$ cat config.mk
export PLATFORM = sky130hd
export DESIGN_NAME = hazard_ctrl
export DESIGN_NICKNAME = d
export VERILOG_FILES = /design/src/rtl/hzc_pkg.sv /design/src/rtl/hzc_stage_track.sv /design/src/rtl/hzc_src_unit.sv /design/src/rtl/hzc_port_arb.sv /design/src/rtl/hazard_ctrl.sv
export SDC_FILE = /design/constraint.sdc
export NUM_CORES = 1
export LEC_CHECK = 0
export ABC_CLOCK_PERIOD_IN_PS = 2150
export BUFFER_PORTS_ARGS = -buffer_cell sky130_fd_sc_hd__buf_2
export CORE_UTILIZATION = 27
export DETAILED_ROUTE_END_ITERATION = 7
export GPL_TIMING_DRIVEN = 0
export SLEW_MARGIN = 20
export SYNTH_ARGS = -nofsm -noshare
export SYNTH_HDL_FRONTEND = slang
export SYNTH_SLANG_ARGS = --single-unit
$ cat constraint.sdc
create_clock -name clk -period 2.15 [get_ports clk]
set_input_delay 0.43 -clock clk [delete_from_list [all_inputs] [get_ports clk]]
set_output_delay 0.43 -clock clk [all_outputs]
set_load 0.01 [all_outputs]
$ cat src/rtl/hzc_pkg.sv
package hzc_pkg;

    localparam int REG_AW  = 5;
    localparam int NUM_SRC = 2;
    localparam int SEL_W   = 2;

    typedef logic [REG_AW-1:0] reg_id_t;

    typedef enum logic [1:0] {
        CLS_ALU    = 2'b00,
        CLS_LOAD   = 2'b01,
        CLS_STORE  = 2'b10,
        CLS_BRANCH = 2'b11
    } iclass_e;

    typedef enum logic [SEL_W-1:0] {
        BYP_RF = 2'b00,
        BYP_XM = 2'b01,
        BYP_MW = 2'b10
    } byp_sel_e;

    typedef struct packed {
        logic    vld;
        iclass_e cls;
        logic    wr;
        reg_id_t rd;
    } stage_t;

    // A stage produces register r only if it really writes a nonzero destination
    function automatic logic is_producer_of(stage_t s, reg_id_t r);
        return s.vld && s.wr && (s.rd != '0) &&
               (s.cls == CLS_ALU || s.cls == CLS_LOAD) && (s.rd == r);
    endfunction

    // Loads read only their address base
    function automatic logic src_used(iclass_e c, int unsigned idx);
        return (idx == 0) || (c != CLS_LOAD);
    endfunction

endpackage

$ cat src/rtl/hzc_stage_track.sv
module hzc_stage_track
    import hzc_pkg::*;
(
    input  logic   clk,
    input  logic   rst,
    input  logic   stall,
    input  stage_t dr_in,
    output stage_t ex_q,
    output stage_t mem_q
);

    always_ff @(posedge clk) begin
        if (rst) begin
            ex_q  <= '0;
            mem_q <= '0;
        end else begin
            ex_q  <= stall ? stage_t'('0) : dr_in;
            mem_q <= ex_q;
        end
    end

endmodule

$ cat src/rtl/hzc_src_unit.sv
module hzc_src_unit
    import hzc_pkg::*;
#(
    parameter int unsigned IDX = 0
) (
    input  logic     bypass_en,
    input  logic     dr_vld,
    input  iclass_e  dr_cls,
    input  reg_id_t  src,
    input  stage_t   ex_s,
    input  stage_t   mem_s,
    output byp_sel_e sel,
    output logic     hold,
    output logic     late
);

    logic used, hit_x, hit_m, store_data;

    always_comb begin
        used       = dr_vld && src_used(dr_cls, IDX);
        hit_x      = used && is_producer_of(ex_s, src);
        hit_m      = used && is_producer_of(mem_s, src);
        store_data = (IDX == 1) && (dr_cls == CLS_STORE);
        sel  = BYP_RF;
        hold = 1'b0;
        late = 1'b0;
        if (!bypass_en) begin
            hold = hit_x || hit_m;
        end else if (hit_x) begin
            if (ex_s.cls == CLS_LOAD) begin
                if (store_data) late = 1'b1;
                else            hold = 1'b1;
            end else begin
                sel = BYP_XM;
            end
        end else if (hit_m) begin
            sel = BYP_MW;
        end
    end

endmodule

$ cat src/rtl/hzc_port_arb.sv
module hzc_port_arb
    import hzc_pkg::*;
(
    input  logic    dm_vld,
    input  iclass_e dm_cls,
    input  logic    stall,
    output logic    fetch_hold,
    output logic    dr_bubble
);

    always_comb begin
        fetch_hold = dm_vld && (dm_cls == CLS_LOAD || dm_cls == CLS_STORE);
        dr_bubble  = fetch_hold && !stall;
    end

endmodule

$ cat src/rtl/hazard_ctrl.sv
module hazard_ctrl
    import hzc_pkg::*;
(
    input  logic             clk,
    input  logic             rst,
    input  logic             bypass_en,
    input  logic             dr_valid,
    input  logic [1:0]       dr_class,
    input  logic [REG_AW-1:0] dr_rs1,
    input  logic [REG_AW-1:0] dr_rs2,
    input  logic [REG_AW-1:0] dr_rd,
    input  logic             dr_wr,
    output logic [SEL_W-1:0] sel_a,
    output logic [SEL_W-1:0] sel_b,
    output logic [SEL_W-1:0] sel_st,
    output logic             stall,
    output logic             fetch_hold,
    output logic             dr_bubble
);

    stage_t   dr_s, ex_q, mem_q;
    reg_id_t  src_id [NUM_SRC];
    byp_sel_e sel_c  [NUM_SRC];
    byp_sel_e sel_q  [NUM_SRC];
    logic [NUM_SRC-1:0] hold_c, late_c;
    logic     st_pend_q;
    byp_sel_e st_sel_q;

    always_comb begin
        dr_s.vld  = dr_valid;
        dr_s.cls  = iclass_e'(dr_class);
        dr_s.wr   = dr_wr;
        dr_s.rd   = dr_rd;
        src_id[0] = dr_rs1;
        src_id[1] = dr_rs2;
    end

    for (genvar gi = 0; gi < NUM_SRC; gi++) begin : g_src
        hzc_src_unit #(.IDX(gi)) u_src (
            .bypass_en (bypass_en),
            .dr_vld    (dr_valid),
            .dr_cls    (dr_s.cls),
            .src       (src_id[gi]),
            .ex_s      (ex_q),
            .mem_s     (mem_q),
            .sel       (sel_c[gi]),
            .hold      (hold_c[gi]),
            .late      (late_c[gi])
        );
    end

    assign stall = dr_valid && (|hold_c);

    hzc_stage_track u_track (
        .clk   (clk),
        .rst   (rst),
        .stall (stall),
        .dr_in (dr_s),
        .ex_q  (ex_q),
        .mem_q (mem_q)
    );

    hzc_port_arb u_arb (
        .dm_vld     (mem_q.vld),
        .dm_cls     (mem_q.cls),
        .stall      (stall),
        .fetch_hold (fetch_hold),
        .dr_bubble  (dr_bubble)
    );

    always_ff @(posedge clk) begin
        if (rst) begin
            for (int i = 0; i < NUM_SRC; i++) sel_q[i] <= BYP_RF;
            st_pend_q <= 1'b0;
            st_sel_q  <= BYP_RF;
        end else begin
            for (int i = 0; i < NUM_SRC; i++) sel_q[i] <= stall ? BYP_RF : sel_c[i];
            st_pend_q <= !stall && (|late_c);
            st_sel_q  <= st_pend_q ? BYP_MW : BYP_RF;
        end
    end

    assign sel_a  = sel_q[0];
    assign sel_b  = sel_q[1];
    assign sel_st = st_sel_q;

    // tracked stages and selects come out of reset empty
    a_r1_clean_after_reset: assert property (@(posedge clk) disable iff (rst)
        $past(rst) |-> (sel_a == 2'b00 && sel_b == 2'b00 && sel_st == 2'b00 && !fetch_hold));

    // with forwarding, only a load one ahead can hold decode
    a_r6_stall_needs_load: assert property (@(posedge clk) disable iff (rst)
        (stall && bypass_en) |-> (ex_q.vld && ex_q.cls == CLS_LOAD));

    // the slot sent into ALU during a stall reads nothing forwarded
    a_r6_bubble_selects: assert property (@(posedge clk) disable iff (rst)
        stall |=> (sel_a == 2'b00 && sel_b == 2'b00));

    // the late store-data select only accompanies a store in DM
    a_r7_late_store: assert property (@(posedge clk) disable iff (rst)
        (sel_st == 2'b10) |-> (mem_q.vld && mem_q.cls == CLS_STORE));

    // no forwarding select follows a cycle with bypass off
    a_r8_no_fwd_when_off: assert property (@(posedge clk) disable iff (rst)
        $past(!bypass_en) |-> (sel_a == 2'b00 && sel_b == 2'b00));

    // a memory op that moved into DM takes the port from fetch
    a_r9_port_to_data: assert property (@(posedge clk) disable iff (rst)
        $past(ex_q.vld && (ex_q.cls == CLS_LOAD || ex_q.cls == CLS_STORE)) |-> fetch_hold);

endmodule

==> impl_results.md <==
* DRT antenna net count at 0
* CTS clk-pin slew, worst paths at 80 ps
* Delay of the slowest critical-path stage at about 540 ps
* Clock network power share at between 30% and 40%
* Total Wirelength at 2660 um
* Worst hold path class: input port to register
* FF-to-FF path depth at 7
* Hold_buf cts at 0
* Clk_lat worst skew at 270 ps
* VDD IR-drop max at 362 uV
* Slew @ Worst Pin at 507 ps
* CP required at 1720 ps
* Fmax at 387 MHz
* Worst Path Arrival at about 2200 ps
* Clock Skews at around 3.8 ps
* Max-slew headroom at the worst pin at between 60% and 70%
* Int Pwr at around 0.0008 W
* Top FF cell, synth: dfxtp_1
* Post-synthesis sequential area ratio at 42.5%
* RSZ-0062 raised after global routing: yes
* Clock Path Buffers at 2
* Most numerous cell in the Yosys netlist: dfxtp_1
* Post-synthesis cell type count at 29
* Port buffer count at 29
* Drc violations at 0
* WHS Endpoint: u_track.ex_q[3]
* Iteration-0 DRC count of the detailed router at 18
* Initial antenna violation count at 0
* Commonest cells in the netlist: dfxtp_1, nor2b_1, xnor2_1, xor2_1
* Area growth, synth to finish at 33.8%
* Fin crit share at 120%
* First-pass GRT wire length at 4460 um
* GP Congestion at around 0.8
* Cell Area, Synth at 0.00113 mm^2
* Crit path max fanout at 4
* Layout cells sized above 1 at approximately a third
* Synth area leaders: dfxtp_1, xnor2_1, xor2_1
* Seq pwr share at around half
* Min-delay src: dr_rd[3]
* Crit end category: output pin
* Setup Viol. Count Final at 2
* FF-to-FF Start: u_track.mem_q[6]
* Initial core utilization at 28.2%
* Overflow after GRT at 0
* Clock root cell: clkbuf_8
* Top cell type's share of synthesized area at 42.5%
* H-tree levels at 1
* Register bit total from synthesis at 24
* Post-synthesis async set-or-reset flop share at 0%
* Minimum clock period at 2590 ps
* Mean post-synth cell area at between 9 and 10 um^2
* Dpl ws at -261 ps
* EDFF count, synth at 0
* Status: complete, but fails checks
* Row cnt at 23
* Routed vias at about 960
* R2R setup slack at 220 ps
* Number of CTS-inserted buffers at 3
* Vias in the first global route at 1001
* Buf/Inv on CP at 1
* CTS tree: built
* Leakage at 0.655 nW
* Largest net degree at the start of global routing at 15
* Critical-path cell list: or4_4, o21ai_4, nor3_4, or4_4, a21boi_2, buf_2
* Global-route usage over all layers at 13.7%
* Min setup slack post-route at -437 ps
* Sw Ratio at between 20% and 30%
* CP Launch Type: register
* Mapped Nets at 142
* Sink Count at 24
* Core area at 0.00400 mm^2
* Yosys warnings at 0
* Post-Syn Instances at 118
* Slowest library cell on the worst path: or4_4
* Max_cap viols at 0
* Worst r2r dst: u_track.ex_q[1]
* Critical Path Most Common Cell: or4_4
* DPL Wire Length at between 2000 and 2500 um
* Width of the die at 66.7 um
* Cell taking the most area after synthesis: dfxtp_1
* Worst Hold Margin at between 300 and 400 ps
* Final hold violation count at 0
* Ant diodes at 0
* Critical Setup Path Class: register to output pin
* Final nets at 179
* Fin. max-slew vios at 0
* Largest delay contributor family on the critical path: simple AND/OR/NAND/NOR gates
* Comb pwr share at 13.5%
* Die Ht at 66.7 um
* DIE AREA at 0.00445 mm^2
* Violated checks: negative setup slack
* Hold Crit Depth at 2
* Setup TNS at -865 ps
* Boundary Pins at 31
* Psw at 0.000229 W
* Wirelength per Cell at approximately 13 um
* Power per standard cell area at 668 mW/mm^2
* Via density per instance at 4.70
* DR pass1 iterations at 4
## through the flow
stage	total power, W	instance area (um^2)	util, %	std cells
2_1_floorplan	0.000565	1150	-	118
6_report	0.00101	1510	37.8	204
4_1_cts	0.00102	1490	37.2	204
5_1_grt	0.00106	1510	37.8	204
3_3_place_gp	0.000611	1350	33.8	197
3_5_place_dp	0.000616	1350	33.8	197
## worst max-delay path by stage
stage                          start   endpoint  depth (start not counted)  slack (ps)
floorplan           u_track.mem_q[0]  dr_bubble                          5         -70
global route         u_track.ex_q[1]  dr_bubble                          6        -540
global placement    u_track.mem_q[0]      stall                          6        -260
finish              u_track.mem_q[3]  dr_bubble                          6        -440
detailed placement  u_track.mem_q[0]      stall                          6        -260
CTS                 u_track.mem_q[3]      stall                          6        -480
## state kept, by name, summed over array words and instances (netlist names)
name,count
u_track.ex_q,9
u_track.mem_q,9
sel_q,4
sel_st,1
st_pend_q,1
## metal layers
metal	vias to the layer above	wire, um	global-route usage [%]
li1	481	-	-
met1	439	1180	15.5
met2	35	1300	24.9
met3	4	154	3.94
met4	0	18	3.19
met5	-	0	0
## power by group through the flow
stage,Sequential (W),Combinational [W],Clock (W)
floorplan,0.000488,0.0000770,0
global placement,0.000494,0.000118,0
detailed placement,0.000494,0.000121,0
CTS,0.000486,0.000131,0.000403
global route,0.000489,0.000151,0.000422
finish,0.000486,0.000136,0.000388
## final cells by class
class	count	area [um^2]
clock buffers	3	41.3
inverters	4	15.0
plain buffers	2	11.3
well taps	50	62.6
clock inverters	1	30.0
repair buffers	32	174
fillers	413	2490
flip-flops and latches	24	484
multi-input cells	88	693
## layout by cell type (no fill, tap or decap), drive strengths merged
master / instances
nand2b: 2
dfxtp: 24
xnor2: 11
nand2: 4
nor3: 2
conb: 1
a211oi: 2
o211a: 1
nand4b: 1
and4: 2
a21oi: 1
nor2b: 12
clkbuf: 4
and3: 4
nand4: 4
nor4: 3
and2: 3
xor2: 9
a21boi: 10
nor2: 2
or4: 3
o21ai: 1
bufinv: 1
or3: 1
ha: 2
buf: 33
o311a: 1
inv: 4
nand3: 6
## kinds of logic (layout without fill, tap and decap cells)
group | Yosys count | count (layout) | share of synthesized area, %
xor gates and xnor gates | 20 | 20 | 15.5
adders and majority gates | 2 | 2 | 2.21
DFF | 24 | 24 | 42.5
other | 1 | 1 | 0.332
and+or+nand+nor | 49 | 49 | 26.0
AOI/OAI and AO/OA | 16 | 16 | 11.1
buffers and inverters | 6 | 42 | 2.33
## timing repair
item,4_1_cts,5_1_grt
setup endpoints to repair,2,8
setup buffers,3,0
resized for setup,7,5
pin swaps,6,5
Power figures use the tool's default switching activity.
